### config.mk
export PLATFORM = sky130hd
export DESIGN_NAME = pwm_bridge
export DESIGN_NICKNAME = d
export VERILOG_FILES = /design/src/rtl/pwm_bridge_pkg.sv /design/src/rtl/pwm_bridge_regs.sv /design/src/rtl/pwm_bridge_timebase.sv /design/src/rtl/pwm_bridge_fault.sv /design/src/rtl/pwm_bridge_steer.sv /design/src/rtl/pwm_bridge.sv
export SDC_FILE = /design/constraint.sdc
export NUM_CORES = 1
export LEC_CHECK = 0
export CAP_MARGIN = 20
export CORE_MARGIN = 2
export CORE_UTILIZATION = 63
export CTS_CLUSTER_DIAMETER = 100
export DETAILED_ROUTE_END_ITERATION = 7
export GPL_TIMING_DRIVEN = 0
export HOLD_SLACK_MARGIN = 0.12
export PLACE_DENSITY = 0.84
export SLEW_MARGIN = 25
export SYNTH_ARGS = -nofsm -noshare
export SYNTH_HDL_FRONTEND = slang
export SYNTH_SLANG_ARGS = --single-unit
export TNS_END_PERCENT = 30
### constraint.sdc
create_clock -name clk -period 4.7 [get_ports clk]
set_input_delay 0.705 -clock clk [delete_from_list [all_inputs] [get_ports clk]]
set_output_delay 0.705 -clock clk [all_outputs]
set_load 0.1 [all_outputs]
### src/rtl/pwm_bridge_pkg.sv
// Package: shared widths, register addresses, steering modes and the
// configuration record for the bridge PWM generator.
package pwm_bridge_pkg;
    localparam int PER_W  = 8;                 // period register width
    localparam int FINE_W = 2;                 // sub-period fraction bits
    localparam int CNT_W  = PER_W + FINE_W;    // fine counter / duty width
    localparam int DB_W   = 7;                 // dead-band count width
    localparam int NSRC   = 3;                 // fault sources
    localparam int NPIN   = 4;                 // output pins A..D
    localparam int ADDR_W = 3;
    localparam int DATA_W = 8;
    localparam int PRE_W  = 4;                 // prescaler counter width (max 1:16)

    localparam logic [ADDR_W-1:0] A_PERIOD = ADDR_W'(0);
    localparam logic [ADDR_W-1:0] A_DUTY   = ADDR_W'(1);
    localparam logic [ADDR_W-1:0] A_CTRL   = ADDR_W'(2);
    localparam logic [ADDR_W-1:0] A_DBAND  = ADDR_W'(3);
    localparam logic [ADDR_W-1:0] A_FAULT  = ADDR_W'(4);
    localparam logic [ADDR_W-1:0] A_CLEAR  = ADDR_W'(5);

    typedef enum logic [1:0] {
        MODE_SINGLE = 2'b00,
        MODE_FWD    = 2'b01,
        MODE_HALF   = 2'b10,
        MODE_REV    = 2'b11
    } steer_mode_e;

    typedef struct packed {
        logic [PER_W-1:0]  period;
        logic [PER_W-1:0]  duty_hi;
        logic [FINE_W-1:0] duty_lo;
        steer_mode_e       mode;
        logic              inv_ac;
        logic              inv_bd;
        logic [1:0]        presc;
        logic [DB_W-1:0]   db;
        logic              auto_rst;
        logic [NSRC-1:0]   src_en;
        logic [1:0]        ss_ac;
        logic [1:0]        ss_bd;
        logic              run;
    } cfg_t;
endpackage

### src/rtl/pwm_bridge_regs.sv
// Register file: decodes the write port into the configuration record.
// Assumes one write per cycle; address 5 yields a one-cycle clear request
// and stores nothing.
module pwm_bridge_regs
    import pwm_bridge_pkg::*;
(
    input  logic              clk,
    input  logic              rst_n,
    input  logic              wr_en,
    input  logic [ADDR_W-1:0] wr_addr,
    input  logic [DATA_W-1:0] wr_data,
    output cfg_t              cfg,
    output logic              clr_req
);
    // Store written fields; everything returns to zero on reset.
    always_ff @(posedge clk) begin : p_write
        if (!rst_n) begin
            cfg <= '0;
        end else if (wr_en) begin
            case (wr_addr)
                A_PERIOD: cfg.period <= wr_data[PER_W-1:0];
                A_DUTY:   cfg.duty_hi <= wr_data[PER_W-1:0];
                A_CTRL: begin
                    cfg.duty_lo <= wr_data[1:0];
                    cfg.mode    <= steer_mode_e'(wr_data[3:2]);
                    cfg.inv_ac  <= wr_data[4];
                    cfg.inv_bd  <= wr_data[5];
                    cfg.presc   <= wr_data[7:6];
                end
                A_DBAND: begin
                    cfg.db       <= wr_data[DB_W-1:0];
                    cfg.auto_rst <= wr_data[7];
                end
                A_FAULT: begin
                    cfg.src_en <= wr_data[NSRC-1:0];
                    cfg.ss_ac  <= wr_data[4:3];
                    cfg.ss_bd  <= wr_data[6:5];
                    cfg.run    <= wr_data[7];
                end
                default: ;
            endcase
        end
    end

    // Software clear of the shutdown status is a write strobe only.
    assign clr_req = wr_en && (wr_addr == A_CLEAR);
endmodule

### src/rtl/pwm_bridge_timebase.sv
// Timebase: prescaled fine counter, period wrap, duty latch at period
// start, and the raw PWM comparison. Assumes run low holds it at zero.
module pwm_bridge_timebase
    import pwm_bridge_pkg::*;
(
    input  logic             clk,
    input  logic             rst_n,
    input  logic             run,
    input  logic [PER_W-1:0] period,
    input  logic [CNT_W-1:0] duty,
    input  logic [1:0]       presc,
    output logic             pstart,
    output logic [CNT_W-1:0] fcnt,
    output logic             pwm
);
    localparam logic [PRE_W-1:0] DIV4_M1  = PRE_W'(3);
    localparam logic [PRE_W-1:0] DIV16_M1 = '1;

    logic [PRE_W-1:0] pre_cnt;
    logic [PRE_W-1:0] pre_lim;
    logic [CNT_W-1:0] duty_q;
    logic             tick;

    // Map the prescaler code to its terminal count.
    always_comb begin : p_lim
        case (presc)
            2'b00:   pre_lim = '0;
            2'b01:   pre_lim = DIV4_M1;
            default: pre_lim = DIV16_M1;
        endcase
    end

    assign tick   = run && (pre_cnt >= pre_lim);
    assign pstart = tick && (fcnt >= {period, {FINE_W{1'b1}}});

    // Advance prescaler and fine counter; reload duty at each period start.
    always_ff @(posedge clk) begin : p_count
        if (!rst_n) begin
            pre_cnt <= '0;
            fcnt    <= '0;
            duty_q  <= '0;
        end else if (!run) begin
            pre_cnt <= '0;
            fcnt    <= '0;
            duty_q  <= duty;
        end else begin
            pre_cnt <= tick ? '0 : pre_cnt + 1'b1;
            if (tick) fcnt <= pstart ? '0 : fcnt + 1'b1;
            if (pstart) duty_q <= duty;
        end
    end

    assign pwm = run && (fcnt < duty_q);

    // at 1:1 the counter moves by one on every running clock.
    p_step_r3: assert property (@(posedge clk) disable iff (!rst_n)
        (run && $past(run) && presc == 2'b00 && $past(presc) == 2'b00 && !$past(pstart))
        |-> fcnt == $past(fcnt) + 1'b1);
endmodule

### src/rtl/pwm_bridge_fault.sv
// Fault latch: sets shutdown from any enabled source, clears it by
// auto-restart or software, and holds the pins in shutdown until the
// next period start after the status clears.
module pwm_bridge_fault
    import pwm_bridge_pkg::*;
(
    input  logic            clk,
    input  logic            rst_n,
    input  logic [NSRC-1:0] fault_in,
    input  logic [NSRC-1:0] src_en,
    input  logic            auto_rst,
    input  logic            clr,
    input  logic            pstart,
    output logic            sd_stat,
    output logic            hold
);
    logic trig;
    logic sd_next;

    assign trig = |(fault_in & src_en);

    // Next shutdown status: a live fault wins over any clear.
    always_comb begin : p_next
        if (trig)                 sd_next = 1'b1;
        else if (auto_rst || clr) sd_next = 1'b0;
        else                      sd_next = sd_stat;
    end

    // Register status and the pin hold flag that waits for a period start.
    always_ff @(posedge clk) begin : p_state
        if (!rst_n) begin
            sd_stat <= 1'b0;
            hold    <= 1'b0;
        end else begin
            sd_stat <= sd_next;
            if (trig)                     hold <= 1'b1;
            else if (pstart && !sd_next)  hold <= 1'b0;
        end
    end

    // an enabled fault latches status and pin hold on the next clock.
    p_set_r7: assert property (@(posedge clk) disable iff (!rst_n)
        trig |=> (sd_stat && hold));
    // without auto-restart or a clear, shutdown persists.
    p_keep_r9: assert property (@(posedge clk) disable iff (!rst_n)
        (sd_stat && !auto_rst && !clr) |=> sd_stat);
endmodule

### src/rtl/pwm_bridge_steer.sv
// Output steering: dead-band timing, mode routing, per-pair polarity and
// shutdown levels. Assumes pwm is the raw comparison from the timebase.
module pwm_bridge_steer
    import pwm_bridge_pkg::*;
(
    input  logic            clk,
    input  logic            rst_n,
    input  logic            run,
    input  logic            pwm,
    input  steer_mode_e     mode,
    input  logic            inv_ac,
    input  logic            inv_bd,
    input  logic [DB_W-1:0] db,
    input  logic            shut,
    input  logic [1:0]      ss_ac,
    input  logic [1:0]      ss_bd,
    output logic [NPIN-1:0] pin_out,
    output logic [NPIN-1:0] pin_oe
);
    logic            pwm_q;
    logic [DB_W-1:0] db_cnt;
    logic            db_idle;
    logic [NPIN-1:0] act;
    logic [NPIN-1:0] used;

    // Register the waveform and start a dead-band count on each edge.
    always_ff @(posedge clk) begin : p_deadband
        if (!rst_n) begin
            pwm_q  <= 1'b0;
            db_cnt <= '0;
        end else begin
            pwm_q <= pwm;
            if (pwm != pwm_q)        db_cnt <= (mode == MODE_HALF) ? db : '0;
            else if (db_cnt != '0)   db_cnt <= db_cnt - 1'b1;
        end
    end

    assign db_idle = (db_cnt == '0);

    // Route the waveform to the pins the selected mode uses.
    always_comb begin : p_route
        act  = '0;
        used = '0;
        case (mode)
            MODE_SINGLE: begin
                act[0] = pwm_q;
                used   = NPIN'(4'b0001);
            end
            MODE_HALF: begin
                act[0] = pwm_q && db_idle;
                act[1] = !pwm_q && db_idle;
                used   = NPIN'(4'b0011);
            end
            MODE_FWD: begin
                act[0] = 1'b1;
                act[3] = pwm_q;
                used   = '1;
            end
            MODE_REV: begin
                act[2] = 1'b1;
                act[1] = pwm_q;
                used   = '1;
            end
            default: ;
        endcase
    end

    for (genvar i = 0; i < NPIN; i++) begin : g_pin
        logic       inv;
        logic [1:0] ss;
        logic       o;
        logic       e;
        assign inv = (i % 2 == 1) ? inv_bd : inv_ac;
        assign ss  = (i % 2 == 1) ? ss_bd : ss_ac;

        // Choose released, shutdown level or polarised drive for this pin.
        always_comb begin : p_pin
            if (!run || !used[i]) begin
                e = 1'b0;
                o = 1'b0;
            end else if (shut) begin
                e = !ss[1];
                o = !ss[1] && ss[0];
            end else begin
                e = 1'b1;
                o = act[i] ^ inv;
            end
        end
        assign pin_out[i] = o;
        assign pin_oe[i]  = e;
    end

    // across a half-bridge waveform edge with a dead time set, both legs are idle.
    p_gap_r6: assert property (@(posedge clk) disable iff (!rst_n)
        (mode == MODE_HALF && $past(mode) == MODE_HALF && pwm_q != $past(pwm_q)
         && db != '0 && $stable(db)) |-> (!act[0] && !act[1]));
endmodule

### src/rtl/pwm_bridge.sv
// Top: bridge PWM generator with dead-band and fault shutdown. Connects
// the register file, timebase, fault latch and output steering.
module pwm_bridge
    import pwm_bridge_pkg::*;
(
    input  logic              clk,
    input  logic              rst_n,
    input  logic              wr_en,
    input  logic [ADDR_W-1:0] wr_addr,
    input  logic [DATA_W-1:0] wr_data,
    input  logic [NSRC-1:0]   fault_in,
    output logic [NPIN-1:0]   pin_out,
    output logic [NPIN-1:0]   pin_oe,
    output logic              sd_active
);
    cfg_t             cfg;
    logic             clr_req;
    logic             pstart;
    logic [CNT_W-1:0] fcnt;
    logic             pwm;
    logic             hold;

    pwm_bridge_regs u_regs (
        .clk(clk), .rst_n(rst_n), .wr_en(wr_en), .wr_addr(wr_addr),
        .wr_data(wr_data), .cfg(cfg), .clr_req(clr_req)
    );

    pwm_bridge_timebase u_tb (
        .clk(clk), .rst_n(rst_n), .run(cfg.run), .period(cfg.period),
        .duty({cfg.duty_hi, cfg.duty_lo}), .presc(cfg.presc),
        .pstart(pstart), .fcnt(fcnt), .pwm(pwm)
    );

    pwm_bridge_fault u_flt (
        .clk(clk), .rst_n(rst_n), .fault_in(fault_in), .src_en(cfg.src_en),
        .auto_rst(cfg.auto_rst), .clr(clr_req), .pstart(pstart),
        .sd_stat(sd_active), .hold(hold)
    );

    pwm_bridge_steer u_st (
        .clk(clk), .rst_n(rst_n), .run(cfg.run), .pwm(pwm), .mode(cfg.mode),
        .inv_ac(cfg.inv_ac), .inv_bd(cfg.inv_bd), .db(cfg.db), .shut(hold),
        .ss_ac(cfg.ss_ac), .ss_bd(cfg.ss_bd), .pin_out(pin_out), .pin_oe(pin_oe)
    );

    // pins leave shutdown only where the counter has restarted.
    p_resume_r11: assert property (@(posedge clk) disable iff (!rst_n)
        $fell(hold) |-> (fcnt == '0));
    // a stopped block releases every pin.
    p_tri_r12: assert property (@(posedge clk) disable iff (!rst_n)
        !cfg.run |-> (pin_oe == '0));
endmodule

==> results.cfg <==
[sta]
relSlewSlack_pct = 35.0
fin_skew_ns = 0.00539
final.setup.tns_ns = 0
max_slew.worst_pin.slew_ns = 0.972
rsz0062_at_grt = false
fin_crit_sh_pct = 84.5
setup_violations = 0
whs_ns = 0.449
period_needed_ns = 3.97
hold_viol = 0
slew_violations = 0
fmax_mhz = 252

[clocking]
htree_levels = 3
cts_resized = 0
insertion_delay_ns = 0.34
clock_sinks = 74
root_buffer = clkbuf_8
cts_buffer_depth = 2
cts_hold_buffers = 0
clk_pin_slew_worst_paths_ns = 0.07
cts_buffers = 9
post_cts_buffers = 0
cts_tree = built

[die]
rows = 28
die_area_mm2 = 0.00667
core_mm2 = 0.00589
chipWidth_um = 81.7
die_h_um = 81.7
start_util_pct = 64.6
pin_count = 26

[synth]
netlist_area_mm2 = 0.00380
syn-num-nets = 506
yosysTopAreaCell = dfxtp_1
yosys.cell_types.count = 42
synthArstFlopShare_pct = 0
synth_top_area_share_pct = 39.0
synth-seq-cells = 74
yosys-top-cells-area = dfxtp_1 39%, nand2_1 8.5%, ha_1 8.2%
synth.avg_cell_area_um2 = 8.19
syn_inst = 464
yosysWarnings = 0
ys_dominant_reg_cell = dfxtp_1
ys_seq_area_share_pct = 39.0
synth_edf_count = 0

[hold_path]
hold_class = reg -> reg
hold_depth = 2
min_from = u_regs.cfg[25]
min_to = u_tb.duty_q[3]

[job]
max-cap-violations = 0

[grt]
grt-ovfl-total = 0
grtUsageTotal_pct = 28.4
grt_pass1_vias = 3056
grt_first_pass_wirelength_mm = 14.2
antenna_found_initial = 0
grt_max_degree = 12

[pwr]
powerDensity_mw_per_mm2 = 321
p_leak_nw = 1.55
power.total_w = 0.00138
irDropWorstVdd_uv = 294

[place]
place_inst = 563
portBuffers = 24
gp_congestion = 0.860
hpwlAfterDp_mm = 6.48

[finish]
area_growth_pct = 13.3
final_cell_count_no_fill = 577
mostFrequentLayoutCells = 86 x nand2_1, 74 x dfxtp_1, 33 x a21boi_1
layout.nets = 541
n_fill_cell = 469
register_area_mm2 = 0.00148
drive_gt1_share_pct = 5.98
multi_input_area_mm2 = 0.00210
final_core_util_pct = 73.2
diodes = 0
final_common_cell = nand2_1

[routing]
wl_mm = 8.89
firstDrtPassIters = 5
detail_route.wl_per_cell_um = 15.4
routed-via-count = 3363
drc = 0
drt_iter0_markers = 204
via_per_inst = 5.83
drt.antenna.violating_nets = 0

[critical_path]
critPathCaptureType = primary output
arrival_ns = 3.27
crit_type = reg -> out
worstPathRequired_ns = 3.99
r2r_end = u_st.db_cnt[4]
r2r-start = u_tb.fcnt[4]
critPathLaunchType = flip-flop
reg2reg_slack_ns = 2.35
cp_max_fo = 6
r2r_cells = 7
startpoint = u_st.db_cnt[2]

[status]
status = finished clean
## final cells by class
| class | instances | share of cell area, % |
|---|---|---|
| multi-input cells | 339 | 48.7 |
| flip-flops and latches | 74 | 34.4 |
| repair buffers | 24 | 5.57 |
| clock buffers | 10 | 2.96 |
| plain buffers | 24 | 2.85 |
| inverters | 27 | 2.35 |
| well taps | 75 | 2.18 |
| clock inverters | 4 | 1.05 |
## Yosys cell counts (3+ instances only)
master / instances
o21ai_1: 24
nor3_1: 9
nor2b_1: 10
a21o_1: 5
a32o_1: 7
clkbuf_1: 13
nand2_1: 86
and2_1: 5
a21oi_1: 16
mux2i_1: 9
nor3b_1: 3
o21ai_0: 6
xnor2_1: 4
a21boi_1: 33
nand3b_1: 5
and3_1: 4
a211oi_1: 4
nand3_1: 17
dfxtp_1: 74
nand2b_1: 6
xor2_1: 7
ha_1: 25
buf_4: 8
nor2_1: 31
inv_1: 26
nand4_1: 5
## layer usage
metal / share of wire (%) / track usage (%) / vias to the layer above
li1: - / - / 1652
met3: 6.4 / 5.71 / 20
met2: 47 / 46.1 / 114
met1: 44 / 37.0 / 1577
met4: 2.4 / 12.0 / 0
met5: 0 / 0 / -
## through the flow
step | area (um^2) | setup slack, ns
floorplan | 3800 | 2.32
global placement | 4140 | 1.20
detailed placement | 4140 | 1.13
CTS | 4310 | 0.740
global route | 4310 | 0.435
finish | 4310 | 0.728
## registers in the layout, summed over array words and instances (netlist names)
signal / cells
u_st.pwm_q: 1
u_flt.sd_stat: 1
u_tb.fcnt: 10
u_flt.hold: 1
u_st.db_cnt: 7
u_tb.duty_q: 10
u_tb.pre_cnt: 4
u_regs.cfg: 40
## worst max-delay path, stage by stage, from the launching register on
cell and delay [ns]:
dfxtp_1 0.35, nor4_1 0.44, nand3b_1 0.29, o21ai_1 0.19, o21ai_1 0.11, xor2_1 0.16, a21oi_1 0.16, buf_4 0.12
clkdlybuf4s50_1 1.12
## report_power, final
part	internal (W)	total (W)	switching (W)
Sequential	0.000658	0.000682	0.0000239
Combinational	0.000112	0.000238	0.000125
Clock	0.000237	0.000465	0.000228
Total	0.00101	0.00138	0.000377
## cells by family (layout without fill, tap and decap cells)
kind of cell               Yosys count  after routing  share of synthesized area, %
AOI/OAI and AO/OA                  103            103                          18.4
adders and majority gates           25             25                          8.23
and+or+nand+nor                    190            190                          23.2
xor gates and xnor gates            12             12                          2.96
muxes                                9              9                          2.37
buffers and inverters               51             89                          5.89
DFF                                 74             74                          39.0
## worst max-delay path by stage
stage | to | slack, ns | depth (start not counted)
after global placement | pin_out[0] | 1.20 | 8
after detailed placement | pin_out[1] | 1.13 | 8
after CTS | pin_out[0] | 0.74 | 8
final | pin_out[0] | 0.73 | 8
after global routing | pin_out[0] | 0.44 | 8
after floorplan | pin_out[1] | 2.32 | 7
Note: power is estimated with default switching activity, not from simulation.
